==> config.mk <==
export PLATFORM = sky130hd
export DESIGN_NAME = pinScanChain
export DESIGN_NICKNAME = d
export VERILOG_FILES = /design/src/rtl/scanPkg.sv /design/src/rtl/scanCtrl.sv /design/src/rtl/scanPath.sv /design/src/rtl/pinScanChain.sv
export SDC_FILE = /design/constraint.sdc
export NUM_CORES = 1
export LEC_CHECK = 0
export ABC_AREA = 1
export CAP_MARGIN = 20
export CORE_UTILIZATION = 35
export CTS_CLUSTER_SIZE = 12
export DETAILED_ROUTE_END_ITERATION = 7
export GPL_ROUTABILITY_DRIVEN = 0
export RECOVER_POWER = 50
export SYNTH_ARGS = -nofsm -noshare
export SYNTH_HDL_FRONTEND = slang
export SYNTH_SLANG_ARGS = --single-unit
export TNS_END_PERCENT = 100
==> constraint.sdc <==
create_clock -name clk -period 0.8 [get_ports clk]
set_clock_uncertainty 0.05 [all_clocks]
set_input_delay 0.12 -clock clk [delete_from_list [all_inputs] [get_ports clk]]
set_output_delay 0.12 -clock clk [all_outputs]
set_load 0.05 [all_outputs]
==> src/rtl/scanPkg.sv <==
package scanPkg;

  typedef struct packed {
    logic capture;
    logic shift;
    logic update;
    logic extest;
  } scanStrobes_t;

  // Chain position of the input cell for receive index r
  function automatic int posIn(input int r, input int nBi, input int nIn);
    if (r < nBi) return 2 + 3 * r;
    else if (r < nBi + nIn) return 2 + 3 * nBi + (r - nBi);
    else return 2 + 3 * nBi + nIn + 3 * (r - nBi - nIn);
  endfunction

  // Chain position of the output cell for driver index d
  function automatic int posOut(input int d, input int nBi, input int nIn);
    if (d < nBi) return 3 + 3 * d;
    else return 3 + 3 * nBi + nIn + 3 * (d - nBi);
  endfunction

endpackage

==> src/rtl/scanCtrl.sv <==
module scanCtrl
  import scanPkg::*;
(
  input  logic         rst_n,
  input  logic         shiftSel,
  input  logic         clockDr,
  input  logic         updateDr,
  input  logic         extestEn,
  output scanStrobes_t strobes
);
  always_comb begin
    strobes.capture = rst_n & clockDr & ~shiftSel;
    strobes.shift   = rst_n & clockDr & shiftSel;
    strobes.update  = rst_n & updateDr;
    strobes.extest  = rst_n & extestEn;
  end
endmodule

==> src/rtl/scanPath.sv <==
module scanPath
  import scanPkg::*;
#(
  parameter int NUM_BIDIR = 3,
  parameter int NUM_IN    = 2,
  parameter int NUM_OUT   = 1,
  localparam int NUM_DRV  = NUM_BIDIR + NUM_OUT,
  localparam int NUM_RX   = NUM_BIDIR + NUM_IN + NUM_OUT,
  localparam int CHAIN_LEN = 3 * NUM_BIDIR + NUM_IN + 3 * NUM_OUT + 3
) (
  input  logic                 clk,
  input  logic                 rst_n,
  input  scanStrobes_t         strobes,
  input  logic                 tdi,
  input  logic                 probeVal,
  input  logic                 probeEn,
  input  logic [NUM_RX-1:0]    padIn,
  input  logic [NUM_DRV-1:0]   coreOut,
  input  logic [NUM_DRV-1:0]   coreOe,
  output logic [NUM_DRV-1:0]   padOut,
  output logic [NUM_DRV-1:0]   padOe,
  output logic                 userNet,
  output logic                 tdo,
  output logic [CHAIN_LEN-1:0] shiftReg
);
  logic [CHAIN_LEN-1:0] capVec;
  logic [NUM_DRV-1:0]   updOut, updOe;
  logic                 updUser;

  assign capVec[0]           = probeEn;
  assign capVec[1]           = probeVal;
  assign capVec[CHAIN_LEN-1] = updUser;

  for (genvar r = 0; r < NUM_RX; r++) begin : g_rx
    localparam int P = posIn(r, NUM_BIDIR, NUM_IN);
    assign capVec[P] = padIn[r];
  end

  for (genvar d = 0; d < NUM_DRV; d++) begin : g_drv
    localparam int P = posOut(d, NUM_BIDIR, NUM_IN);
    assign capVec[P]   = coreOut[d];
    assign capVec[P+1] = coreOe[d];

    always_ff @(posedge clk or negedge rst_n) begin
      if (!rst_n) begin
        updOut[d] <= 1'b0;
        updOe[d]  <= 1'b0;
      end else if (strobes.update) begin
        updOut[d] <= shiftReg[P];
        updOe[d]  <= shiftReg[P+1];
      end
    end

    assign padOut[d] = strobes.extest ? updOut[d] : coreOut[d];
    assign padOe[d]  = strobes.extest ? updOe[d]  : coreOe[d];
  end

  always_ff @(posedge clk or negedge rst_n) begin
    if (!rst_n)               shiftReg <= '0;
    else if (strobes.shift)   shiftReg <= {tdi, shiftReg[CHAIN_LEN-1:1]};
    else if (strobes.capture) shiftReg <= capVec;
  end

  always_ff @(posedge clk or negedge rst_n) begin
    if (!rst_n)              updUser <= 1'b0;
    else if (strobes.update) updUser <= shiftReg[CHAIN_LEN-1];
  end

  assign userNet = updUser;
  assign tdo     = shiftReg[0];
endmodule

==> src/rtl/pinScanChain.sv <==
module pinScanChain
  import scanPkg::*;
#(
  parameter int NUM_BIDIR = 3,
  parameter int NUM_IN    = 2,
  parameter int NUM_OUT   = 1,
  localparam int NUM_DRV  = NUM_BIDIR + NUM_OUT,
  localparam int NUM_RX   = NUM_BIDIR + NUM_IN + NUM_OUT,
  localparam int CHAIN_LEN = 3 * NUM_BIDIR + NUM_IN + 3 * NUM_OUT + 3
) (
  input  logic               clk,
  input  logic               rst_n,
  input  logic               shiftSel,
  input  logic               clockDr,
  input  logic               updateDr,
  input  logic               extestEn,
  input  logic               tdi,
  output logic               tdo,
  input  logic               probeVal,
  input  logic               probeEn,
  input  logic [NUM_RX-1:0]  padIn,
  input  logic [NUM_DRV-1:0] coreOut,
  input  logic [NUM_DRV-1:0] coreOe,
  output logic [NUM_DRV-1:0] padOut,
  output logic [NUM_DRV-1:0] padOe,
  output logic               userNet
);
  scanStrobes_t         strobes;
  logic [CHAIN_LEN-1:0] shiftReg;

  scanCtrl ctrl_i (
    .rst_n(rst_n), .shiftSel(shiftSel), .clockDr(clockDr),
    .updateDr(updateDr), .extestEn(extestEn), .strobes(strobes)
  );

  scanPath #(.NUM_BIDIR(NUM_BIDIR), .NUM_IN(NUM_IN), .NUM_OUT(NUM_OUT)) path_i (
    .clk(clk), .rst_n(rst_n), .strobes(strobes), .tdi(tdi),
    .probeVal(probeVal), .probeEn(probeEn), .padIn(padIn),
    .coreOut(coreOut), .coreOe(coreOe), .padOut(padOut), .padOe(padOe),
    .userNet(userNet), .tdo(tdo), .shiftReg(shiftReg)
  );
endmodule

# ---- Word level (Yosys, flattened, before mapping)
# Cells that the tools add are included.
# W data, S select, Z words.
dict set report totals {
  output_inout_bits 10
  in_bits 23
  regBits 26
  wordCells 27
}
dict set report op_classes {
  mux 10
  reduce_logical 1
  n_bitwise 6
}
# operator n
set op_table {}
lappend op_table {{$mux W17} 2}
lappend op_table {{$mux W1} 8}
lappend op_table {{$and A1 B1 Y1} 5}
lappend op_table {{$reduce_bool A2 Y1} 1}
lappend op_table {{$not A1 Y1} 1}

# ---- Logic depth before layout (Yosys ltp)
# Gate-level depths: netlist of the first run.
dict set report depth {
  ltp_word 4
  ltp_mapped 6
  mapped_depth_nobuf 4
}

# ---- Hierarchy
# From an unflattened synthesis of the first run, not the netlist that was laid out.
dict set report unflattened {
  cells_unflattened 158
  area_unflattened_um2 1281.2
}
# mod cells_per_inst area_each_um2 seq_area_each_um2 n_inst
set modules_own_cells {}
lappend modules_own_cells {scanPath 150 1251.2 650.6 1}
lappend modules_own_cells {scanCtrl 8 30.0 0.0 1}

# ---- Worst setup path after synthesis of the first run
# OpenSTA, ideal clock, no wires.
dict set report synth_timing {
  kind {in2out}
  start {input port extestEn}
  end {output port padOe[1]}
  path_buffers 1
  t_required_ns 0.630
  t_arrival_ns 1.161
  path_slack_ns -0.531
  stages 4
  cell_sequence {nand2_2 -> buf_6 -> nor2_1 -> a21oi_1}
}
dict set report synth_between {
  elab_chain_cells 2
}
# item line_no
set synth_lines {}
lappend synth_lines {{from (decl)} pinScanChain.sv:16} ;# input logic extestEn,
lappend synth_lines {{$and A1 B1 Y1} scanCtrl.sv:15} ;# strobes.extest = rst_n & extestEn;
lappend synth_lines {{$mux W1} scanPath.sv:55} ;# assign padOe[d] = strobes.extest ? updOe[d] : coreOe[d];
lappend synth_lines {{to (decl)} pinScanChain.sv:25} ;# output logic [NUM_DRV-1:0] padOe,
# No other way between the ends.

# ---- Worst setup path in the final report of the first run
dict set report layout_timing {
  start {register path_i.updOe[3]}
  end {output port padOe[3]}
}
dict set report layout_between {
  elab_chain_cells 1
}
# item line_no
set layout_lines {}
lappend layout_lines {{from (decl)} scanPath.sv:27} ;# logic [NUM_DRV-1:0] updOut, updOe;
lappend layout_lines {{from (signal, indexed assignment)} scanPath.sv:50} ;# updOe[d] <= shiftReg[P+1];
lappend layout_lines {{$mux W1} scanPath.sv:55}
# No other way between the ends.

==> impl_metrics.toml, run 1 <==
[sta]
rsz0062_at_grt = "true"
period_share_pct = 151
relSlewSlack_pct = 77.7
setup_slack_ns = -0.408
finalCriticalPeriod_ns = 1.21
hold_viol_final = 0
slew_viol_final = 0
max_slew.worst_pin.slew_ns = 0.334
fmax_mhz = 828
setup_viol = 37

[cells_and_area]
post-route-util_pct = 73.9
nets = 292
drive_gt1_share_pct = 52.6
diodes = 0
syn_to_final_growth_pct = 96.6

[grt]
grt_pass1_wl_um = 6910
grt_util_all_layers_pct = 21.8
grt_max_degree = 18
antenna_found_initial = 0
grt_pass1_vias = 1374
globalRouteOverflowTotal = 0

[synth]
yosysTopAreaCell = "dfrtp_1"
ys_types = 16
synthDominantCellAreaShare_pct = 45.9
postSynthCellCount = 191
synth_common_cells = "nand2_1 (77), inv_1 (34), dfrtp_1 (26)"
syn_area_um2 = 1420
avgSynthCellArea_um2 = 7.42
synth-edff-count = 0
yosys-top-cells-area = "dfrtp_1 (46%), nand2_1 (20%), inv_1 (9.0%)"
ys_seq_area_share_pct = 45.9
synth_ff_type = "dfrtp_1"
ys_warn_count = 0
ys_ff_latch = 26
post-synth-top-count-cell = "nand2_1"
async_flop_share_pct = 100
syn_nets = 214

[cts]
clock_path_buffers = 2
cts_buffers = 3
clk_pin_slew_worst_paths_ns = 0.10
cts.sinks = 26
cts_max_level = 1
cts_root_buffer = "clkbuf_8"
clkLatencyLatePin_ns = 0.28
cts_tree = "built"

[detailed_routing]
drtIter0Drc = 56
met3_length_um = 190
ant_nets = 0
wire_per_inst_um = 14.3
drc = 0
met2_length_um = 2440
routed_via_density = 4.69
wl_um = 4510
drtPass1Iterations = 4
top_layer = "met4"
met1Wirelength_um = 1830
vias = 1481

[power_and_ir_drop]
ir_drop_uv = 931
leakage_nw = 1.37
p_total_mw = 4.40
power_density_nw_per_um2 = 1580

[worst_setup_path]
endpoint_kind = "primary output"
crit_buf_inv = 1
critPathMaxFanout = 2
cp_slowest_cell = "dfrtp_1"
slowest_delay_ns = 0.41
crit_family = "flip-flops"
crit_chain = "nor2_4 > a21oi_4 > buf_12"
critPathArrivalTime_ns = 1.04
criticalPathCategory = "flip-flop to primary output"
startpoint_type = "flip-flop"
crit_required_ns = 0.63
reg2reg_depth = 5
critical_path_cell_count = 3

[placement]
dp_slack_ns = -0.679
portBuffers = 32
dp_hpwl_um = 2110

[floorplanning]
io_pins = 33
die-area_um2 = 4310
initial_core_util_pct = 37.6
core_area_um2 = 3770
die_h_um = 65.6
die_x_um = 65.6
fp-row-count = 22

[flow_run]
maxCapViolCount = 0

[hold_path]
whs_path_depth = 6
hold_class = "primary input to flip-flop"

[outcome]
status = "complete, but fails checks"
violations = "setup timing"
through the flow:
step	setup TNS, ns	instances	cell area (um^2)	hold slack, ns
2_1_floorplan	-0.634	191	1540	-0.226
3_3_place_gp	-21.29	282	2100	0.411
3_5_place_dp	-21.75	282	2100	0.415
4_1_cts	-5.45	310	2750	0.0470
5_1_grt	-11.28	316	2790	0.334
6_report	-9.36	316	2790	0.285
repair_timing:
item / in CTS / in global routing
pin swaps: 30 / 5
resized for setup: 76 / 22
setup buffers: 16 / 7
hold buffers: 1 / 0
gates cloned: 8 / 0
endpoints found under the hold margin: 1 / 0
endpoints found under the setup margin: 36 / 36
tightest hold or removal path: cells and delay by family:
family	cells	cell delay, ns
buffers and inverters	3	0.29
and+or+nand+nor	3	0.17
logic make-up after synthesis:
kind of cell           synth area share (%)
and+or+nand+nor                        30.9
buffers and inverters                  14.8
DFF                                    45.9
AOI/OAI and AO/OA                      8.39
metal layers:
| layer | vias up | GRT usage, % |
|---|---|---|
| met4 | 0 | 6.25 |
| met3 | 6 | 1.56 |
| met5 | - | 0 |
| met1 | 690 | 28.3 |
| met2 | 51 | 38.4 |
| li1 | 734 | - |
cell usage in the layout, fill, tap and decap left out, drive strengths merged:
| cell | count |
|---|---|
| nand2 | 81 |
| buf | 48 |
| inv | 35 |
| dfrtp | 26 |
| nand3 | 17 |
| clkdlybuf4s50 | 14 |
| clkbuf | 10 |
| o21ai | 9 |
| nor2 | 8 |
| a21oi | 8 |
| dlygate4sd2 | 5 |
| clkinv | 3 |
| bufbuf | 1 |
| dlygate4sd3 | 1 |
| clkdlybuf4s15 | 1 |
| dlymetal6s2s | 1 |
state kept, by name, indices dropped and copies added, names as in the netlist:
register and count:
path_i.shiftReg 17, path_i.updOut 4, path_i.updOe 4, path_i.userNet 1
area by class of cell:
| class | count | area (um^2) |
|---|---|---|
| multi-input combinational | 123 | 881 |
| timing repair inverter | 2 | 32.5 |
| timing repair buffer | 77 | 966 |
| inverter | 36 | 150 |
| tap | 48 | 60.1 |
| clock buffer | 4 | 45.0 |
| sequential | 26 | 653 |
| fill | 248 | 983 |
power by group:
part | total [mW] | leakage [nW] | internal, mW | switching [mW]
logic | 1.88 | 1.03 | 0.947 | 0.932
clock network | 0.789 | 0.0228 | 0.357 | 0.431
registers | 1.73 | 0.322 | 1.54 | 0.198
total | 4.40 | 1.37 | 2.84 | 1.56
final timing paths:
kind	end	start	slack, ns
min	path_i.shiftReg[7]	coreOe[1]	0.28
min in group asynchronous	path_i.shiftReg[2]	rst_n	0.34
min reg2reg	path_i.shiftReg[12]	path_i.shiftReg[12]	0.44
max reg2reg	path_i.shiftReg[16]	path_i.userNet	-0.11
max	padOe[3]	path_i.updOe[3]	-0.41
max in group asynchronous	path_i.updOut[0]	rst_n	-0.14
(Power assumes the default switching activity.)
==> inputs of run 2 (changes only) <==
clock period = 1 ns   (was 0.8 ns; I/O delays follow)
==> impl_metrics.toml, run 2 (synthesis gave the netlist of run 1 again) <==
[detailed_routing]
drtPass1Iterations = 4
drtIter0Drc = 39
wire_per_inst_um = 10.7
ant_nets = 0
wl_um = 3140
routed_via_density = 4.38
drc = 0
vias = 1287

[cells_and_area]
diodes = 0
largestRegisters = "path_i.shiftReg x17, path_i.updOe x4, path_i.updOut x4"
top_register = "path_i.shiftReg"
final_cell_area_um2 = 2210
final_cell_mix = "nand2_1 (76), inv_1 (33), dfrtp_1 (25)"
largest_reg_flops = 17
syn_to_final_growth_pct = 55.8
drive_gt1_share_pct = 28.0
fillCellCount = 330
final_common_cell = "nand2_1"
post-route-util_pct = 58.6
nets = 270

[cts]
clk_pin_slew_worst_paths_ns = 0.09
cts_root_buffer = "clkbuf_8"
cts.sinks = 26
cts_tree = "built"
clkLatencyLatePin_ns = 0.28
cts_buffers = 3
cts_max_level = 1
clock_path_buffers = 2

[sta]
tns_ns = -1.71
hold_viol_final = 0
period_share_pct = 121
relSlewSlack_pct = 69.4
max_slew.worst_pin.slew_ns = 0.460
setup_viol = 10
rsz0062_at_grt = "true"
setup_slack_ns = -0.213
finalCriticalPeriod_ns = 1.21
slew_viol_final = 0
fmax_mhz = 824

[worst_setup_path]
slowest_delay_ns = 0.38
critPathArrivalTime_ns = 1.01
reg2reg_depth = 5
criticalPathCategory = "flip-flop to primary output"
startpoint_type = "flip-flop"
cp_slowest_cell = "dfrtp_1"
worstSetupEndpoint = "padOut[3]"
crit_chain = "nor2_2 > a21oi_2 > buf_12"
critPathMaxFanout = 2
r2r_start = "path_i.updOut[3]"
endpoint_kind = "primary output"
r2r_setup_slack_ns = 0
crit_required_ns = 0.80
crit_buf_inv = 1
startpoint = "path_i.updOut[3]"
regToRegEndpoint = "path_i.updOut[3]"
critical_path_cell_count = 3
crit_family = "flip-flops"

[placement]
dp_slack_ns = -0.540
dp_hpwl_um = 2130
placed_area_um2 = 2050
portBuffers = 32

[floorplanning]
io_pins = 33
die_x_um = 65.6
die-area_um2 = 4310
die_h_um = 65.6
fp-row-count = 22
initial_core_util_pct = 37.6
core_area_um2 = 3770

[flow_run]
maxCapViolCount = 0

[power_and_ir_drop]
ir_drop_uv = 1240
power_density_nw_per_um2 = 1510
p_total_mw = 3.34
leakage_nw = 1.18

[hold_path]
hold_class = "primary input to async pin"

[grt]
antenna_found_initial = 0
globalRouteOverflowTotal = 0
grt_pass1_wl_um = 5420
grt_util_all_layers_pct = 16.3
grt_pass1_vias = 1154
grt_max_degree = 19

[outcome]
status = "complete, but fails checks"
violations = "setup timing"
run 2: cell type report:
type / instances / area, um^2 / area share [%]
clock buffer: 3 / 41.3 / 1.87
clock inverter: 1 / 30.0 / 1.36
inverter: 36 / 143 / 6.46
multi-input combinational: 123 / 628 / 28.4
sequential: 26 / 652 / 29.5
tap: 48 / 60.1 / 2.72
timing repair buffer: 57 / 654 / 29.6
run 2: layer usage:
| layer | vias to the layer above | GRT usage [%] | share of wire (%) |
|---|---|---|---|
| li1 | 678 | - | - |
| met1 | 571 | 23.4 | 51 |
| met2 | 33 | 24.9 | 44 |
| met3 | 5 | 3.65 | 4.6 |
| met4 | 0 | 3.26 | 0.80 |
| met5 | - | 0 | 0 |
run 2: tightest hold or removal path, stage by stage:
cell,delay [ns]
clkdlybuf4s15_2,0.28
buf_4,0.18
clkbuf_2,0.30
run 2: how the worst min path moves through the flow:
stage,start,to,slack [ns]
CTS,rst_n,path_i.shiftReg[5],0.11
global placement,path_i.shiftReg[15],path_i.shiftReg[15],0.41
floorplan,rst_n,path_i.shiftReg[0],-0.20
finish,rst_n,path_i.updOut[1],0.18
detailed placement,path_i.shiftReg[7],path_i.shiftReg[7],0.42
global route,rst_n,path_i.updOut[1],0.21
run 2: repair_timing:
item                       CTS  global route
setup endpoints to repair   36            15
pin swaps                   10             0
hold buffers                 1             0
resized for setup           10             7
hold endpoints to repair     5             0
buffers inserted             3             4
cloned                       1             0
run 2: through the flow:
| step | hold slack [ns] | instances |
|---|---|---|
| after floorplan | -0.196 | 191 |
| final | 0.177 | 294 |
| after detailed placement | 0.415 | 281 |
| after CTS | 0.109 | 290 |
| after global routing | 0.211 | 294 |
| after global placement | 0.413 | 281 |
run 2: power breakdown:
group / switching [mW] / internal [mW] / total, mW
Combinational: 0.575 / 0.553 / 1.13
Clock: 0.343 / 0.536 / 0.880
Sequential: 0.104 / 1.23 / 1.33
